[config.mk]
export PLATFORM = sky130hd
export DESIGN_NAME = pwm_dual_timer
export DESIGN_NICKNAME = d
export VERILOG_FILES = /design/src/rtl/pwmt_pkg.sv /design/src/rtl/pwmt_ctrl.sv /design/src/rtl/pwmt_core.sv /design/src/rtl/pwmt_irq.sv /design/src/rtl/pwm_dual_timer.sv
export SDC_FILE = /design/constraint.sdc
export NUM_CORES = 1
export LEC_CHECK = 0
export ABC_AREA = 1
export BUFFER_PORTS_ARGS = -buffer_cell sky130_fd_sc_hd__buf_2
export CORE_AREA = 3 3 97 99
export DETAILED_ROUTE_END_ITERATION = 8
export DIE_AREA = 0 0 100 102
export PLACE_DENSITY = 0.66
export SLEW_MARGIN = 0
export SYNTH_ARGS = -nofsm -noshare
export SYNTH_HDL_FRONTEND = slang
export SYNTH_HIERARCHICAL = 1
export SYNTH_SLANG_ARGS = --single-unit
[constraint.sdc]
create_clock -name clk -period 1.6 [get_ports clk]
set_input_delay 0.16 -clock clk [delete_from_list [all_inputs] [get_ports clk]]
set_output_delay 0.16 -clock clk [all_outputs]
set_load 0.01 [all_outputs]
[src/rtl/pwmt_pkg.sv]
package pwmt_pkg;
  localparam int ADR_CTRL  = 0;
  localparam int ADR_CMPA  = 1;
  localparam int ADR_CMPB  = 2;
  localparam int ADR_COUNT = 3;
  localparam int ADR_FLAG  = 4;
  localparam int ADR_IEN   = 5;

  localparam int CB_RUN  = 0;
  localparam int CB_CLR  = 1;
  localparam int CB_BUSY = 2;

  localparam int NSRC  = 2;
  localparam int SRC_A = 0;
  localparam int SRC_B = 1;
endpackage

[src/rtl/pwmt_ctrl.sv]
module pwmt_ctrl (
  input  logic clk,
  input  logic rst,
  input  logic cnt_en,
  input  logic wr,
  input  logic wr_run,
  input  logic wr_clr,
  output logic run,
  output logic clr_pend,
  output logic busy,
  output logic apply,
  output logic clr
);
  logic run_pend;

  assign apply = busy & cnt_en;
  assign clr   = apply & clr_pend;

  always_ff @(posedge clk) begin
    if (rst) begin
      run      <= 1'b0;
      run_pend <= 1'b0;
      clr_pend <= 1'b0;
      busy     <= 1'b0;
    end else if (apply) begin
      run      <= run_pend;
      clr_pend <= 1'b0;
      busy     <= 1'b0;
    end else if (wr && !busy) begin
      run_pend <= wr_run;
      clr_pend <= wr_clr;
      busy     <= 1'b1;
    end
  end

  // a pending request is consumed by the enable pulse
  a_r2_busy_done: assert property (@(posedge clk) disable iff (rst)
    busy && cnt_en |=> !busy);
  // writes while busy leave the pending request untouched
  a_r3_busy_ignore: assert property (@(posedge clk) disable iff (rst)
    busy && !cnt_en |=> busy && $stable(run_pend) && $stable(clr_pend));
  // clear request self-clears when applied
  a_r4_clr_selfclear: assert property (@(posedge clk) disable iff (rst)
    apply |=> !clr_pend);
endmodule

[src/rtl/pwmt_core.sv]
module pwmt_core #(
  parameter int CW = 16
) (
  input  logic          clk,
  input  logic          rst,
  input  logic          cnt_en,
  input  logic          run,
  input  logic          apply,
  input  logic          clr,
  input  logic [CW-1:0] cmp_a,
  input  logic [CW-1:0] cmp_b,
  output logic [CW-1:0] count,
  output logic          hit_a,
  output logic          hit_b,
  output logic          pwm
);
  logic step;

  assign step  = cnt_en & run & ~apply;
  assign hit_a = step & (count == cmp_a);
  assign hit_b = step & (count == cmp_b);

  always_ff @(posedge clk) begin
    if (rst || clr) begin
      count <= '0;
    end else if (step) begin
      count <= hit_b ? '0 : count + CW'(1);
    end
  end

  always_ff @(posedge clk) begin
    if (rst || clr || !run) begin
      pwm <= 1'b0;
    end else if (hit_b) begin
      pwm <= 1'b0;
    end else if (hit_a) begin
      pwm <= 1'b1;
    end
  end

  // one increment per counting pulse below the period end
  a_r5_step: assert property (@(posedge clk) disable iff (rst)
    step && !hit_b |=> count == $past(count) + CW'(1));
  // count frozen while stopped
  a_r6_hold: assert property (@(posedge clk) disable iff (rst)
    !run && !clr |=> $stable(count));
  // wrap on compare B
  a_r7_wrap: assert property (@(posedge clk) disable iff (rst)
    hit_b |=> count == '0);
  // output low while stopped, high after a lone compare-A match
  a_r11_stop_low: assert property (@(posedge clk) disable iff (rst)
    !run |=> !pwm);
  a_r11_rise: assert property (@(posedge clk) disable iff (rst)
    hit_a && !hit_b |=> pwm);
endmodule

[src/rtl/pwmt_irq.sv]
module pwmt_irq #(
  parameter int NS = 2
) (
  input  logic          clk,
  input  logic          rst,
  input  logic [NS-1:0] set,
  input  logic          clr_wr,
  input  logic [NS-1:0] clr_mask,
  input  logic          ien_wr,
  input  logic [NS-1:0] ien_data,
  output logic [NS-1:0] flags,
  output logic [NS-1:0] ien,
  output logic          irq
);
  for (genvar i = 0; i < NS; i++) begin : g_flag
    always_ff @(posedge clk) begin
      if (rst) begin
        flags[i] <= 1'b0;
      end else if (set[i]) begin
        flags[i] <= 1'b1;
      end else if (clr_wr && clr_mask[i]) begin
        flags[i] <= 1'b0;
      end
    end

    // a match always leaves its flag set
    a_r9_set_wins: assert property (@(posedge clk) disable iff (rst)
      set[i] |=> flags[i]);
  end

  always_ff @(posedge clk) begin
    if (rst) begin
      ien <= '0;
    end else if (ien_wr) begin
      ien <= ien_data;
    end
  end

  always_ff @(posedge clk) begin
    if (rst) irq <= 1'b0;
    else     irq <= |(flags & ien);
  end

  // interrupt tracks enabled flags one cycle later
  a_r10_irq_on: assert property (@(posedge clk) disable iff (rst)
    |(flags & ien) |=> irq);
  a_r10_irq_off: assert property (@(posedge clk) disable iff (rst)
    !(|(flags & ien)) |=> !irq);
endmodule

[src/rtl/pwm_dual_timer.sv]
module pwm_dual_timer #(
  parameter int CW = 16,
  parameter int AW = 3
) (
  input  logic          clk,
  input  logic          rst,
  input  logic          cnt_en,
  input  logic          bus_wr,
  input  logic          bus_rd,
  input  logic [AW-1:0] bus_addr,
  input  logic [CW-1:0] bus_wdata,
  output logic [CW-1:0] bus_rdata,
  output logic          pwm_out,
  output logic          irq
);
  import pwmt_pkg::*;

  localparam int NS = NSRC;

  logic          sel_ctrl, sel_a, sel_b, sel_flag, sel_ien;
  logic          run, clr_pend, busy, apply, clr;
  logic [CW-1:0] cmp_a, cmp_b, count;
  logic          hit_a, hit_b;
  logic [NS-1:0] set, flags, ien;

  assign sel_ctrl = bus_wr && (bus_addr == AW'(ADR_CTRL));
  assign sel_a    = bus_wr && (bus_addr == AW'(ADR_CMPA));
  assign sel_b    = bus_wr && (bus_addr == AW'(ADR_CMPB));
  assign sel_flag = bus_wr && (bus_addr == AW'(ADR_FLAG));
  assign sel_ien  = bus_wr && (bus_addr == AW'(ADR_IEN));

  always_ff @(posedge clk) begin
    if (rst) begin
      cmp_a <= '0;
      cmp_b <= '0;
    end else begin
      if (sel_a) cmp_a <= bus_wdata;
      if (sel_b) cmp_b <= bus_wdata;
    end
  end

  pwmt_ctrl u_ctrl (
    .clk     (clk),
    .rst     (rst),
    .cnt_en  (cnt_en),
    .wr      (sel_ctrl),
    .wr_run  (bus_wdata[CB_RUN]),
    .wr_clr  (bus_wdata[CB_CLR]),
    .run     (run),
    .clr_pend(clr_pend),
    .busy    (busy),
    .apply   (apply),
    .clr     (clr)
  );

  pwmt_core #(.CW(CW)) u_core (
    .clk   (clk),
    .rst   (rst),
    .cnt_en(cnt_en),
    .run   (run),
    .apply (apply),
    .clr   (clr),
    .cmp_a (cmp_a),
    .cmp_b (cmp_b),
    .count (count),
    .hit_a (hit_a),
    .hit_b (hit_b),
    .pwm   (pwm_out)
  );

  always_comb begin
    set        = '0;
    set[SRC_A] = hit_a;
    set[SRC_B] = hit_b;
  end

  pwmt_irq #(.NS(NS)) u_irq (
    .clk     (clk),
    .rst     (rst),
    .set     (set),
    .clr_wr  (sel_flag),
    .clr_mask(bus_wdata[NS-1:0]),
    .ien_wr  (sel_ien),
    .ien_data(bus_wdata[NS-1:0]),
    .flags   (flags),
    .ien     (ien),
    .irq     (irq)
  );

  always_ff @(posedge clk) begin
    if (rst) begin
      bus_rdata <= '0;
    end else if (bus_rd) begin
      bus_rdata <= '0;
      case (bus_addr)
        AW'(ADR_CTRL): begin
          bus_rdata[CB_RUN]  <= run;
          bus_rdata[CB_CLR]  <= clr_pend;
          bus_rdata[CB_BUSY] <= busy;
        end
        AW'(ADR_CMPA):  bus_rdata <= cmp_a;
        AW'(ADR_CMPB):  bus_rdata <= cmp_b;
        AW'(ADR_COUNT): bus_rdata <= count;
        AW'(ADR_FLAG):  bus_rdata[NS-1:0] <= flags;
        AW'(ADR_IEN):   bus_rdata[NS-1:0] <= ien;
        default:        bus_rdata <= '0;
      endcase
    end
  end

  // read data only changes after a read strobe
  a_r12_rdata_hold: assert property (@(posedge clk) disable iff (rst)
    !bus_rd |=> $stable(bus_rdata));
endmodule

==> impl_metrics.tcl <==
set metrics [dict create \
    synth.largest_area_cell "dfxtp_1" \
    syn_inst 661 \
    yosysWarnings 6 \
    syn-cell-area_mm2 0.004240 \
    synth_top_area_share_pct 34.94 \
    ir_drop_v 0.0005479 \
    clockBufferDepth 2 \
    wl_per_cell_um 14.73 \
    drtIter0Drc 218 \
    gp_congestion 0.9056 \
    finClkSkew_ns 0.009109 \
    wirelength_um 12210 \
    setup_violations 0 \
    start_util_pct 49.10 \
    slew_viol_final 0 \
    startpoint_type "flip-flop" \
    vias 4253 \
    cts_buffers 9 \
    grt_pass1_vias 3931 \
    crit_path_end_kind "flip-flop" \
    fin_util_pct 56.53 \
    cp.arrival_ns 1.76 \
    grt_max_degree 29 \
    finalCritPeriodShare_pct 94.69 \
    outcome "complete, no violations" \
    diodes 0 \
    synth_edf_count 0 \
    dieHeight_um 102 \
    cts_hold_buf 0 \
    leakagePower_nw 2.187 \
    critical_path_class "flip-flop to flip-flop" \
    ant_nets 0 \
    via_per_inst 5.130 \
    cts_sinks 74 \
    die_x_um 100 \
    ys_ff_latch 74 \
    drv_cap 0 \
    layout.nets 741 \
    areaGrowthSynthToFinish_pct 15.14 \
    yosysMostFrequentCell "nand2_1" \
    avgSynthCellArea_um2 6.415 \
    cts_tree "yes" \
    worst-path-max-fanout 8 \
    grt-ovfl-total 0 \
    tightest_slew_ns 0.5109 \
    timing.fmax_mhz 660.1 \
    antenna_found_initial 0 \
    grt_pass1_wl_um 19220 \
    drc 0 \
    dieArea_mm2 0.01020 \
    ys_seq_area_share_pct 34.94 \
    coreArea_mm2 0.008636 \
    dp_hpwl_um 9314 \
    ys_types 35 \
    synth_ff_type "dfxtp_1" \
    synth_nets 686 \
    track_usage_pct 23.95 \
    io-pin-count 42 \
    pwr_density_cell_mw_per_mm2 748.7 \
    finalCriticalPeriod_ns 1.515 \
    async_flop_share_pct 0 \
    first_pass_iters 5 \
    min_path_type "input pin to flip-flop" \
    synthTopCellsByCount "nand2_1 (180), nor2_1 (121), dfxtp_1 (74), inv_1 (62), nand3_1 (52)" \
    report.final.hold_viol_count 0 \
    nFillCells 875 \
    rows 34 \
    hold_slack_ns 0.03820 \
    cp.required_ns 1.85 \
    io_buffers 41 \
    path_clk_slew_ns 0.09 \
    cts_root_buf "clkbuf_8" \
    clk_latency_ns 0.35 \
    htreeDepth 3 \
    drive_gt1_share_pct 21.08 \
    synth.area.top_cells "dfxtp_1 (35%), nand2_1 (16%), nor2_1 (11%), nand3_1 (6.1%), inv_1 (5.5%)" \
    slew_headroom_pct 65.62 \
]
[flip-flops by register name, summed over array words and instances, names as in the netlist]
register	count
bus_rdata	16
cmp_a	16
cmp_b	16
u_core/count	16
u_irq/flags	2
u_irq/ien	2
u_core/pwm	1
u_ctrl/busy	1
u_ctrl/clr_pend	1
u_ctrl/run	1
u_ctrl/run_pend	1
u_irq/irq	1
[cell type report]
type | instances | area (um2) | share of cell area (%)
Sequential cell | 74 | 1496 | 30.65
Clock inverter | 6 | 48.80 | 0.9995
Timing Repair Buffer | 64 | 377.9 | 7.740
Tap cell | 108 | 135.1 | 2.768
Inverter | 79 | 297.8 | 6.099
Clock buffer | 10 | 137.6 | 2.819
Multi-Input combinational cell | 488 | 2389 | 48.92
[through the flow]
step	total power (W)	std cells	TNS (ns)	setup WS, ns	area, um2
final	0.003655	829	0	0.08497	4882
after global placement	0.002296	808	-0.4790	-0.06653	4584
after CTS	0.003675	824	0	0.007044	4781
after global routing	0.003814	829	-0.03430	-0.03331	4882
after detailed placement	0.002301	808	-0.7158	-0.07625	4584
after floorplan	0.002185	661	0	0.2039	4240
[power breakdown]
group          switching, W  total, W  leakage (nW)  internal [W]
Sequential        0.0000383   0.00191         0.604       0.00187
Clock              0.000761   0.00138        0.0855      0.000618
Combinational      0.000244  0.000362          1.50      0.000118
[layer usage]
layer  up-vias  track usage [%]  share of wire [%]
met3        20            4.778                4.3
met5         -                0                  0
met2       101            42.18                 49
met1      1950            29.44                 44
met4         0            7.876                2.3
li1       2182                -                  -
[layout by cell type (no fill, tap or decap), drive strengths merged]
| master | netlist | final |
|---|---|---|
| ha | 1 | 1 |
| o22ai | 1 | 1 |
| buf | 14 | 64 |
| nor3 | 9 | 9 |
| clkinvlp | 0 | 3 |
| nand4 | 9 | 9 |
| nor4 | 2 | 2 |
| inv | 77 | 79 |
| clkinv | 2 | 3 |
| clkbuf | 7 | 10 |
| nand3b | 1 | 1 |
| nor2 | 132 | 132 |
| dfxtp | 74 | 74 |
| a21oi | 26 | 26 |
| xor2 | 8 | 8 |
| o21a | 1 | 1 |
| nand3 | 60 | 61 |
| o21ai | 40 | 40 |
| nand2 | 186 | 186 |
| xnor2 | 8 | 8 |
| and3 | 1 | 1 |
| or2 | 2 | 2 |
[what timing repair did]
item	CTS	global route
buffers inserted	0	4
pin swaps	0	7
setup endpoints to repair	17	19
cloned	0	1
resized for setup	3	21
[final timing paths]
path / endpoint / from / slack, ns / cells after the start
max: u_core/count[13] / u_core/count[9] / 0.08 / 6
min: cmp_a[2] / bus_wdata[2] / 0.04 / 3
max reg2reg: u_core/count[13] / u_core/count[9] / 0.08 / 6
min reg2reg: bus_rdata[2] / bus_rdata[2] / 0.46 / 2
[critical path, stage by stage, from the launching register on]
cell	delay, ns
dfxtp_1	0.53
xnor2_1	0.19
nand3_1	0.09
nor2_1	0.26
nand3_4	0.18
nand2_1	0.12
nor2_2	0.04
[cell families (layout without fill, tap and decap cells)]
group           count (synthesis)  count (layout)  synth area share [%]
simple gates                  402             403                 42.34
flops                          74              74                 34.94
xor+xnor                       16              16                 3.305
fa+ha+maj                       1               1                0.2950
compound gates                 68              68                 8.823
buf+inv                       100             159                 10.30
Power figures use the tool's default switching activity.
